==> src/rtl/idxreg_pkg.sv <==
package idxreg_pkg;
  typedef logic [31:0] word_t;

  localparam word_t REG_VERSION = 32'd0;
  localparam word_t REG_ENABLE  = 32'd1;
  localparam word_t REG_WIDTH   = 32'd2;
  localparam word_t REG_HEIGHT  = 32'd3;
  localparam word_t REG_WMAX    = 32'd4;
  localparam word_t REG_HMAX    = 32'd5;
  localparam word_t REG_BPP     = 32'd7;
  localparam word_t REG_PITCH   = 32'd12;
  localparam word_t REG_CAPS    = 32'd17;
  localparam word_t REG_COMMIT  = 32'd20;
  localparam word_t REG_SYNC    = 32'd21;
  localparam word_t REG_BUSY    = 32'd22;
  localparam word_t REG_CUR_ID  = 32'd24;
  localparam word_t REG_CUR_X   = 32'd25;
  localparam word_t REG_CUR_Y   = 32'd26;
  localparam word_t REG_CUR_ON  = 32'd27;
  localparam word_t SCRATCH_BASE = 32'd1792;

  localparam word_t VERSION_V0 = 32'h9000_0000;
  localparam word_t VERSION_V1 = 32'h9000_0001;
  localparam word_t VERSION_V2 = 32'h9000_0002;

  localparam word_t WIDTH_LIMIT  = 32'd2360;
  localparam word_t HEIGHT_LIMIT = 32'd1770;

  localparam word_t CUR_HIDE = 32'd0;
  localparam word_t CUR_SHOW = 32'd1;
endpackage

==> src/rtl/idxreg_decode.sv <==
module idxreg_decode #(
  parameter int ADDR_W = 4,
  parameter int STRIDE = 1
) (
  input  logic [ADDR_W-1:0] addr_i,
  output logic              sel_index_o,
  output logic              sel_value_o,
  output logic              sel_stub_o
);
  localparam logic [ADDR_W-1:0] OFS_INDEX = ADDR_W'(0);
  localparam logic [ADDR_W-1:0] OFS_VALUE = ADDR_W'(STRIDE);
  localparam logic [ADDR_W-1:0] OFS_STUB  = ADDR_W'(2 * STRIDE);

  always_comb begin
    sel_index_o = (addr_i == OFS_INDEX);
    sel_value_o = (addr_i == OFS_VALUE);
    sel_stub_o  = (addr_i == OFS_STUB);
  end
endmodule

==> src/rtl/idxreg_ring_check.sv <==
module idxreg_ring_check #(
  parameter int unsigned RING_LIMIT = 32'h0001_0000,
  parameter int unsigned MIN_SPAN   = 10240
) (
  input  logic [31:0] min_i,
  input  logic [31:0] max_i,
  input  logic [31:0] next_i,
  input  logic [31:0] stop_i,
  output logic        ok_o
);
  logic [1:0]  low_bits;
  logic [32:0] need_max;
  logic        aligned, under_limit, wide_enough;

  always_comb begin
    low_bits    = min_i[1:0] | max_i[1:0] | next_i[1:0] | stop_i[1:0];
    aligned     = (low_bits == 2'b00);
    under_limit = (max_i <= RING_LIMIT);
    need_max    = {1'b0, min_i} + 33'(MIN_SPAN);
    wide_enough = ({1'b0, max_i} >= need_max);
    ok_o        = aligned && under_limit && wide_enough;
  end
endmodule

==> src/rtl/idxreg_scratch.sv <==
module idxreg_scratch #(
  parameter int WORDS = 8,
  parameter int AW    = 3
) (
  input  logic          clk_i,
  input  logic          rst_ni,
  input  logic          we_i,
  input  logic [AW-1:0] waddr_i,
  input  logic [31:0]   wdata_i,
  input  logic [AW-1:0] raddr_i,
  output logic [31:0]   rdata_o
);
  logic [31:0] mem_q [WORDS];

  for (genvar g = 0; g < WORDS; g++) begin : g_word
    logic hit;
    always_comb hit = we_i && (waddr_i == AW'(g));
    always_ff @(posedge clk_i or negedge rst_ni) begin
      if (!rst_ni)  mem_q[g] <= '0;
      else if (hit) mem_q[g] <= wdata_i;
    end
  end

  always_comb rdata_o = mem_q[raddr_i];
endmodule

==> src/rtl/idxreg_port.sv <==
module idxreg_port
  import idxreg_pkg::*;
#(
  parameter int ADDR_W        = 4,
  parameter bit LEGACY_LAYOUT = 1'b0,
  parameter int DIM_W         = 12,
  parameter int DEPTH         = 15,
  parameter int BYTES_PP      = 2,
  parameter bit CURSOR_EN     = 1'b1,
  parameter int SCRATCH_SIZE  = 8,
  parameter int RESET_W       = 1024,
  parameter int RESET_H       = 768
) (
  input  logic              clk_i,
  input  logic              rst_ni,
  input  logic              req_valid_i,
  input  logic              req_write_i,
  input  logic [ADDR_W-1:0] req_addr_i,
  input  logic [31:0]       req_wdata_i,
  output logic              rsp_valid_o,
  output logic [31:0]       rsp_rdata_o,
  input  logic [31:0]       ring_min_i,
  input  logic [31:0]       ring_max_i,
  input  logic [31:0]       ring_next_i,
  input  logic [31:0]       ring_stop_i,
  input  logic              parser_idle_i,
  output logic              fb_enable_o,
  output logic              ring_ok_o,
  output logic [DIM_W-1:0]  width_o,
  output logic [DIM_W-1:0]  height_o,
  output logic              cursor_on_o,
  output logic [31:0]       cursor_x_o,
  output logic [31:0]       cursor_y_o,
  output logic              parse_start_o,
  output logic              busy_o
);
  localparam int    STRIDE   = LEGACY_LAYOUT ? 4 : 1;
  localparam int    SCR_AW   = (SCRATCH_SIZE > 1) ? $clog2(SCRATCH_SIZE) : 1;
  localparam word_t BPP_READ = word_t'((DEPTH + 7) & ~7);
  localparam word_t CAP_MASK = 32'h0000_0003 | (CURSOR_EN ? 32'h0000_00E0 : 32'h0);
  localparam word_t SCR_END  = SCRATCH_BASE + word_t'(SCRATCH_SIZE);

  // reset: asserted asynchronously, released on the clock
  logic [1:0] rst_sync_q;
  logic       rst_n;
  always_ff @(posedge clk_i or negedge rst_ni) begin
    if (!rst_ni) rst_sync_q <= 2'b00;
    else         rst_sync_q <= {rst_sync_q[0], 1'b1};
  end
  assign rst_n = rst_sync_q[1];

  // address decode
  logic sel_index, sel_value, sel_stub;
  idxreg_decode #(.ADDR_W(ADDR_W), .STRIDE(STRIDE)) u_decode (
    .addr_i      (req_addr_i),
    .sel_index_o (sel_index),
    .sel_value_o (sel_value),
    .sel_stub_o  (sel_stub)
  );

  // ring pointer validation
  logic ring_valid;
  idxreg_ring_check u_ring (
    .min_i  (ring_min_i),
    .max_i  (ring_max_i),
    .next_i (ring_next_i),
    .stop_i (ring_stop_i),
    .ok_o   (ring_valid)
  );

  // state
  word_t            index_q, index_n;
  word_t            version_q, version_n;
  logic             enable_q, enable_n;
  logic [DIM_W-1:0] width_q, width_n, height_q, height_n;
  logic             ring_ok_q, ring_ok_n;
  logic             busy_q, busy_n;
  logic             start_q, start_n;
  word_t            cur_id_q, cur_id_n, cur_x_q, cur_x_n, cur_y_q, cur_y_n;
  logic             cur_on_q, cur_on_n;
  logic             rsp_valid_q;
  word_t            rsp_data_q, rsp_data_n;

  // write strobes
  logic wr_req, idx_wr, val_wr, cfg_wr, sync_wr, curon_wr;
  logic scr_hit, scr_wr;
  logic [SCR_AW-1:0] scr_addr;
  word_t scr_rdata;

  always_comb begin
    wr_req   = req_valid_i && req_write_i;
    idx_wr   = wr_req && sel_index;
    val_wr   = wr_req && sel_value;
    cfg_wr   = val_wr && (index_q == REG_COMMIT);
    sync_wr  = val_wr && (index_q == REG_SYNC);
    curon_wr = val_wr && (index_q == REG_CUR_ON);
    scr_hit  = (index_q >= SCRATCH_BASE) && (index_q < SCR_END);
    scr_wr   = val_wr && scr_hit;
    scr_addr = SCR_AW'(index_q - SCRATCH_BASE);
  end

  idxreg_scratch #(.WORDS(SCRATCH_SIZE), .AW(SCR_AW)) u_scratch (
    .clk_i   (clk_i),
    .rst_ni  (rst_n),
    .we_i    (scr_wr),
    .waddr_i (scr_addr),
    .wdata_i (req_wdata_i),
    .raddr_i (scr_addr),
    .rdata_o (scr_rdata)
  );

  // next-state logic
  always_comb begin
    index_n   = idx_wr ? req_wdata_i : index_q;
    version_n = version_q;
    enable_n  = enable_q;
    width_n   = width_q;
    height_n  = height_q;
    cur_id_n  = cur_id_q;
    cur_x_n   = cur_x_q;
    cur_y_n   = cur_y_q;
    cur_on_n  = cur_on_q;
    ring_ok_n = ring_ok_q;
    if (val_wr) begin
      case (index_q)
        REG_VERSION:
          if (req_wdata_i == VERSION_V0 || req_wdata_i == VERSION_V1 ||
              req_wdata_i == VERSION_V2) version_n = req_wdata_i;
        REG_ENABLE: enable_n = req_wdata_i[0];
        REG_WIDTH:
          if (req_wdata_i <= WIDTH_LIMIT) width_n = req_wdata_i[DIM_W-1:0];
        REG_HEIGHT:
          if (req_wdata_i <= HEIGHT_LIMIT) height_n = req_wdata_i[DIM_W-1:0];
        REG_CUR_ID: cur_id_n = req_wdata_i;
        REG_CUR_X:  cur_x_n  = req_wdata_i;
        REG_CUR_Y:  cur_y_n  = req_wdata_i;
        default: ;
      endcase
    end
    if (curon_wr) begin
      if (req_wdata_i == CUR_SHOW)      cur_on_n = 1'b1;
      else if (req_wdata_i == CUR_HIDE) cur_on_n = 1'b0;
    end
    if (cfg_wr) ring_ok_n = (req_wdata_i != '0) && ring_valid;
    start_n = sync_wr;
    if (sync_wr)            busy_n = 1'b1;
    else if (parser_idle_i) busy_n = 1'b0;
    else                    busy_n = busy_q;
  end

  // read data
  word_t reg_rd;
  always_comb begin
    reg_rd = '0;
    if (scr_hit) reg_rd = scr_rdata;
    else begin
      case (index_q)
        REG_VERSION: reg_rd = version_q;
        REG_ENABLE:  reg_rd = word_t'(enable_q);
        REG_WIDTH:   reg_rd = word_t'(width_q);
        REG_HEIGHT:  reg_rd = word_t'(height_q);
        REG_WMAX:    reg_rd = WIDTH_LIMIT;
        REG_HMAX:    reg_rd = HEIGHT_LIMIT;
        REG_BPP:     reg_rd = BPP_READ;
        REG_PITCH:   reg_rd = word_t'(width_q) * word_t'(BYTES_PP);
        REG_CAPS:    reg_rd = CAP_MASK;
        REG_COMMIT:  reg_rd = word_t'(ring_ok_q);
        REG_BUSY:    reg_rd = word_t'(busy_q);
        REG_CUR_ID:  reg_rd = cur_id_q;
        REG_CUR_X:   reg_rd = cur_x_q;
        REG_CUR_Y:   reg_rd = cur_y_q;
        REG_CUR_ON:  reg_rd = word_t'(cur_on_q);
        default:     reg_rd = '0;
      endcase
    end
    if (req_write_i)    rsp_data_n = '0;
    else if (sel_index) rsp_data_n = index_q;
    else if (sel_value) rsp_data_n = reg_rd;
    else if (sel_stub)  rsp_data_n = '0;
    else                rsp_data_n = '1;
  end

  // registers
  always_ff @(posedge clk_i or negedge rst_n) begin
    if (!rst_n) begin
      index_q     <= '0;
      version_q   <= VERSION_V2;
      enable_q    <= 1'b0;
      width_q     <= DIM_W'(RESET_W);
      height_q    <= DIM_W'(RESET_H);
      ring_ok_q   <= 1'b0;
      busy_q      <= 1'b0;
      start_q     <= 1'b0;
      cur_id_q    <= '0;
      cur_x_q     <= '0;
      cur_y_q     <= '0;
      cur_on_q    <= 1'b0;
      rsp_valid_q <= 1'b0;
      rsp_data_q  <= '0;
    end else begin
      index_q     <= index_n;
      version_q   <= version_n;
      enable_q    <= enable_n;
      width_q     <= width_n;
      height_q    <= height_n;
      ring_ok_q   <= ring_ok_n;
      busy_q      <= busy_n;
      start_q     <= start_n;
      cur_id_q    <= cur_id_n;
      cur_x_q     <= cur_x_n;
      cur_y_q     <= cur_y_n;
      cur_on_q    <= cur_on_n;
      rsp_valid_q <= req_valid_i;
      if (req_valid_i) rsp_data_q <= rsp_data_n;
    end
  end

  assign rsp_valid_o   = rsp_valid_q;
  assign rsp_rdata_o   = rsp_data_q;
  assign fb_enable_o   = enable_q;
  assign ring_ok_o     = ring_ok_q;
  assign width_o       = width_q;
  assign height_o      = height_q;
  assign cursor_on_o   = cur_on_q;
  assign cursor_x_o    = cur_x_q;
  assign cursor_y_o    = cur_y_q;
  assign parse_start_o = start_q;
  assign busy_o        = busy_q;

  // assertions
  p_rsp_next_r1: assert property (@(posedge clk_i) disable iff (!rst_n)
    req_valid_i |=> rsp_valid_o);
  p_version_legal_r2: assert property (@(posedge clk_i) disable iff (!rst_n)
    (version_q == VERSION_V0) || (version_q == VERSION_V1) || (version_q == VERSION_V2));
  p_dim_limit_r3: assert property (@(posedge clk_i) disable iff (!rst_n)
    (word_t'(width_o) <= WIDTH_LIMIT) && (word_t'(height_o) <= HEIGHT_LIMIT));
  p_ring_rise_r8: assert property (@(posedge clk_i) disable iff (!rst_n)
    $rose(ring_ok_o) |-> $past(cfg_wr));
  p_start_busy_r9: assert property (@(posedge clk_i) disable iff (!rst_n)
    parse_start_o |-> busy_o);
  p_start_single_r9: assert property (@(posedge clk_i) disable iff (!rst_n)
    parse_start_o |=> !parse_start_o || $past(sync_wr));
  p_cursor_keep_r10: assert property (@(posedge clk_i) disable iff (!rst_n)
    (curon_wr && req_wdata_i != CUR_SHOW && req_wdata_i != CUR_HIDE) |=> $stable(cursor_on_o));
endmodule

==> config.mk <==
export PLATFORM = sky130hd
export DESIGN_NAME = idxreg_port
export DESIGN_NICKNAME = d
export VERILOG_FILES = /design/src/rtl/idxreg_pkg.sv /design/src/rtl/idxreg_decode.sv /design/src/rtl/idxreg_ring_check.sv /design/src/rtl/idxreg_scratch.sv /design/src/rtl/idxreg_port.sv
export SDC_FILE = /design/constraint.sdc
export NUM_CORES = 1
export LEC_CHECK = 0
export BUFFER_PORTS_ARGS = -buffer_cell sky130_fd_sc_hd__buf_2
export CAP_MARGIN = 20
export CORE_AREA = 2 2 177 248
export DETAILED_ROUTE_END_ITERATION = 16
export DIE_AREA = 0 0 179 250
export HOLD_SLACK_MARGIN = 0.12
export MAX_ROUTING_LAYER = met4
export PLACE_DENSITY = 0.86
export REMOVE_ABC_BUFFERS = 1
export SLEW_MARGIN = 20
export SYNTH_ARGS = -nofsm -noshare
export SYNTH_HDL_FRONTEND = slang
export SYNTH_SLANG_ARGS = --single-unit
==> constraint.sdc <==
create_clock -name clk_i -period 20.8 [get_ports clk_i]
set_clock_uncertainty 0.2 [all_clocks]
set_input_delay 3.12 -clock clk_i [delete_from_list [all_inputs] [get_ports clk_i]]
set_output_delay 3.12 -clock clk_i [all_outputs]
set_load 0.01 [all_outputs]
==> results.md <==
- The placed wire-length estimate is around 40000 um.
- The overall die height is 250 um.
- The power density over cell area is roughly 79 nW/um^2.
- The number of global-route vias before repair was 17.36k.
- The count of antenna-violating nets left after detailed routing is 0.
- The portion of total power attributed to combinational logic is 0.107.
- Including well taps, the total number of placed cells is approximately 2.4k.
- The post-synthesis compound-gate area fraction is 0.06527.
- Setup violations remaining at the end of the flow were counted as 0.
- The xor-xnor portion of the synthesized cell area is 0.007564.
- The number of antenna violations at the first check in global routing is 2.
- The count of final max-slew check failures came to 0.
- STA puts the critical path data required time at 21.10 ns.
- The DRC marker count from the first detailed-route iteration is between 1.5k and 2k.
- The layout overhead on the synthesized area is 14.25%.
- The maximum number of pins on one net before global-route repair is approximately 190.
- In this run, synthesis inferred 0 flip-flops with an integrated enable.
- At the end of the flow, the number of nets in the layout was around 2.1k.
- The critical path is of the in2reg type.
- Of the available clock period, the critical path in the final layout requires 0.3013.
- The worst hold-check path type is reg2reg.
- The arrival time of the worst setup path is roughly 6.6 ns.
- The congestion estimate from routability-driven global placement came to about 0.92.
- The initial utilization of the core area, before any placement, comes to 0.5426.
- The standby leakage power is around 0.013 uW.
- The CTS root buffer is sky130_fd_sc_hd__clkbuf_16.
- The number of H-tree branching levels is 2.
- The most frequent standard cell in the layout excluding fill and tap cells is sky130_fd_sc_hd__dfrtp_1.
- VDD sags by at most 0.00006029 V.
- The DRC violations left is 0.
- The number of rows created at floorplan is 90.
- A synthesized cell averages 13.21 um^2.
- The maximum clock frequency is about 160 MHz.
- Of all nets on the critical path, the largest fanout is 4.
- The total standard cell area after synthesis is roughly 23000 um^2.
- The fraction of synthesis flops using an asynchronous set or reset pin is 1.000.
- The buffer depth of the longest clock path is 3.
- The adder and majority cell fraction of the synthesized area is 0.01891.
- The hold violation count in the final report was 0.
- The part of the Yosys area used for sequential elements is 0.5190.
- During synthesis, Yosys emitted a total of 0 warnings.
- The detailed-route vias per instance is approximately 6.6.
- The first global-routing pass estimated ~100000 um of wire.
- The clock period could shrink to ~6.3 ns.
- Buffers placed on the I/O ports in this run total approximately 230.
- The die span in x is about 180 um.
- The global-route usage over all layers is 0.3081.
- The setup total negative slack is 0 ns.
- The register bit total from synthesis is 480.
- During I/O placement, the number of pins put on the boundary was approximately 300.
- For this design the total switching power over the nets is between 500 and 600 uW.
- The CTS clock-pin slew for the worst setup and hold paths is approximately 0.070 ns.
- Of the total power, the clock network draws 0.420.
- The first-pass iteration count of the detailed router is 8.
- In the layout the commonest cells are 470 x sky130_fd_sc_hd__dfrtp_1, 391 x sky130_fd_sc_hd__mux2_2, 234 x sky130_fd_sc_hd__buf_2, 62 x sky130_fd_sc_hd__mux2i_1, 60 x sky130_fd_sc_hd__mux4_2.
- Setup repair after global routing left no endpoint under its margin.
- The core area is ~43000 um^2.
- STA classifies the critical path endpoint as a flip-flop.
- TritonCTS created 45 clock buffers.
- Of the total power, registers draw 0.472.
- After synthesis, the largest family of logic cells by area is multiplexers.
- The max-cap check violation count is 0.
- The clock sink total is 480.
- The number of distinct library cells after synthesis is between 60 and 70.
- The most common flop cell mapped by yosys is sky130_fd_sc_hd__dfrtp_1.
- In the post-synthesis netlist, the biggest area contributors are sky130_fd_sc_hd__dfrtp_1 51%, sky130_fd_sc_hd__mux2_2 19%, sky130_fd_sc_hd__mux4_2 5.8%, sky130_fd_sc_hd__mux2i_1 2.7%, sky130_fd_sc_hd__ha_1 1.9%.
- The die area is 44750 um^2.
- The clock latency of the later-clocked register in the worst-skew pair is 0.59 ns.
- Before CTS, the worst setup slack after placement is roughly 14 ns.
- The slew of the pin with the lowest slew margin is 1.110 ns.
- The switching share of power is 0.2627.
- The biggest area contributor in the post-synthesis netlist is sky130_fd_sc_hd__dfrtp_1.
- After clock tree synthesis, the flow added hold-fix buffers numbering 0.
- The run finished with clean final reports.
- The basic-gate share of the synthesized area counting and, or, nand and nor cells is 0.06527.
- After technology mapping, the gate count stands at roughly 1.8k.
- The total vias in the final route is between 15k and 20k.
- The remaining max-slew budget at the tightest pin is 0.2572.
- The total internal power is around 1500 uW.
- In the post-route analysis, the smallest setup slack over all paths is roughly 15 ns.
- Of the post-synthesis cell area, the dominant cell type holds 0.5122.
- The ratio of cells with drive above 1 in the final layout is 0.4345.
- STA classifies the critical path startpoint as an input pin.
- The final layout contains routed wiring with a total length of approximately 66000 um.
- The post-CTS resize count is 0.
- The count of non-filler cells in the finished layout is ~2.5k.
- The total design power is approximately 2100 uW.
- Counting the fill cells in the layout gives between 3k and 4k.
- The count of buffers added by post-CTS timing repair for setup is 0.
- In the final routed layout, each cell accounts on average for between 20 and 30 um.
- For flop-to-flop paths, the worst setup slack is between 15 and 20 ns.
- The portion of netlist area occupied by mux cells is 0.2925.
- The CTS tree is yes.
- After global routing the overflow that remains totals 0.
worst max-delay path, cell delays in order:
cell                       delay (ns)
sky130_fd_sc_hd__buf_2           0.12
sky130_fd_sc_hd__nand3_1         0.15
sky130_fd_sc_hd__o21bai_1        0.27
sky130_fd_sc_hd__nor3_1          0.75
sky130_fd_sc_hd__nand3_1         0.22
sky130_fd_sc_hd__xor2_1          0.20
sky130_fd_sc_hd__ha_1            0.29
sky130_fd_sc_hd__nand4_1         0.16
sky130_fd_sc_hd__nor4_1          0.73
sky130_fd_sc_hd__o21ai_0         0.34
sky130_fd_sc_hd__a21oi_1         0.21
registers in the layout, indices dropped and copies added (netlist names):
name and cells:
rsp_valid_o 1, height_o 12, cursor_x_o 32, parse_start_o 1
width_o 12, u_scratch.mem_q 256, version_q 32, rsp_rdata_o 32
fb_enable_o 1, busy_o 1, index_q 32, cursor_on_o 1
cur_id_q 32, rst_sync_q 2, ring_ok_o 1, cursor_y_o 32
logic make-up (layout without fill, tap and decap cells):
| group | after synthesis | after routing |
|---|---|---|
| mux | 542 | 542 |
| flops | 480 | 480 |
| simple gates | 264 | 264 |
| compound gates | 231 | 231 |
| buf+inv | 180 | 397 |
| fa+ha+maj | 35 | 35 |
| xor+xnor | 20 | 20 |
| other cells | 1 | 3 |
per-layer routing:
layer / routed length [um] / part of all wire / track usage
met5: 0 / 0 / -
met4: 4137 / 0.062 / 0.1765
met3: 6238 / 0.094 / 0.07526
met2: 32200 / 0.48 / 0.4857
met1: 23860 / 0.36 / 0.3578
cell usage after synthesis, types with 8 or more instances:
cell type,n
sky130_fd_sc_hd__o211ai_1,8
sky130_fd_sc_hd__nor3_1,19
sky130_fd_sc_hd__mux2i_1,62
sky130_fd_sc_hd__buf_1,13
sky130_fd_sc_hd__mux2_1,10
sky130_fd_sc_hd__a22oi_1,19
sky130_fd_sc_hd__nand4_1,23
sky130_fd_sc_hd__mux4_2,60
sky130_fd_sc_hd__dfrtp_1,474
sky130_fd_sc_hd__o22ai_1,27
sky130_fd_sc_hd__mux2_2,391
sky130_fd_sc_hd__a21oi_1,60
sky130_fd_sc_hd__nand3_1,12
sky130_fd_sc_hd__nor2b_1,9
sky130_fd_sc_hd__nor4_1,26
sky130_fd_sc_hd__nor2_1,53
sky130_fd_sc_hd__inv_1,41
sky130_fd_sc_hd__mux2_4,19
sky130_fd_sc_hd__nand2_1,36
sky130_fd_sc_hd__xor2_1,12
sky130_fd_sc_hd__a32oi_1,10
sky130_fd_sc_hd__o21ai_0,43
sky130_fd_sc_hd__ha_1,35
sky130_fd_sc_hd__and2_1,30
sky130_fd_sc_hd__buf_2,28
sky130_fd_sc_hd__xnor2_1,8
sky130_fd_sc_hd__o221ai_1,21
sky130_fd_sc_hd__nand2b_1,16
sky130_fd_sc_hd__clkbuf_1,96
final cells by class:
type	instances	area [um^2]	share of cell area
diodes	2	5.005	0.0001892
clock buffers	59	1259	0.04757
clock inverters	25	316.6	0.01196
inverters	41	153.9	0.005817
multi-input cells	1093	10480	0.3961
flip-flops and latches	480	12030	0.4547
well taps	552	690.7	0.02610
repair buffers	272	1523	0.05755
power groups by stage:
stage / combinational, uW / sequential (uW) / clock, uW
finish: 224 / 987 / 878
global route: 240 / 989 / 920
CTS: 216 / 988 / 882
detailed placement: 214 / 1010 / 0
global placement: 208 / 1000 / 0
floorplan: 98.3 / 1030 / 0
path summary, 6_finish.rpt:
path / startpoint / end / depth (start not counted)
min reg2reg: rst_sync_q[0]$_DFF_PN0_ / rst_sync_q[1]$_DFF_PN0_ / 0
max reg2reg: index_q[29]$_DFFE_PN0P_ / version_q[0]$_DFFE_PN0P_ / 6
max in group asynchronous: rst_sync_q[1]$_DFF_PN0_ / cur_id_q[9]$_DFFE_PN0P_ / 3
min: rst_sync_q[0]$_DFF_PN0_ / rst_sync_q[1]$_DFF_PN0_ / 0
min in group asynchronous: rst_sync_q[1]$_DFF_PN0_ / u_scratch.mem_q[49]$_DFFE_PN0P_ / 1
max: ring_min_i[14] / ring_ok_o$_DFFE_PN0P_ / 11
per-stage QoR:
step           hold slack (ns)    util  area, um^2
3_3_place_gp            0.1396  0.5809       24790
5_1_grt                 0.1600  0.6199       26460
6_report                0.1553  0.6199       26460
3_5_place_dp            0.1404  0.5809       24790
4_1_cts                 0.1578  0.6179       26370
2_1_floorplan           0.1312       -       22590
Note: power is estimated with default switching activity, not from simulation.
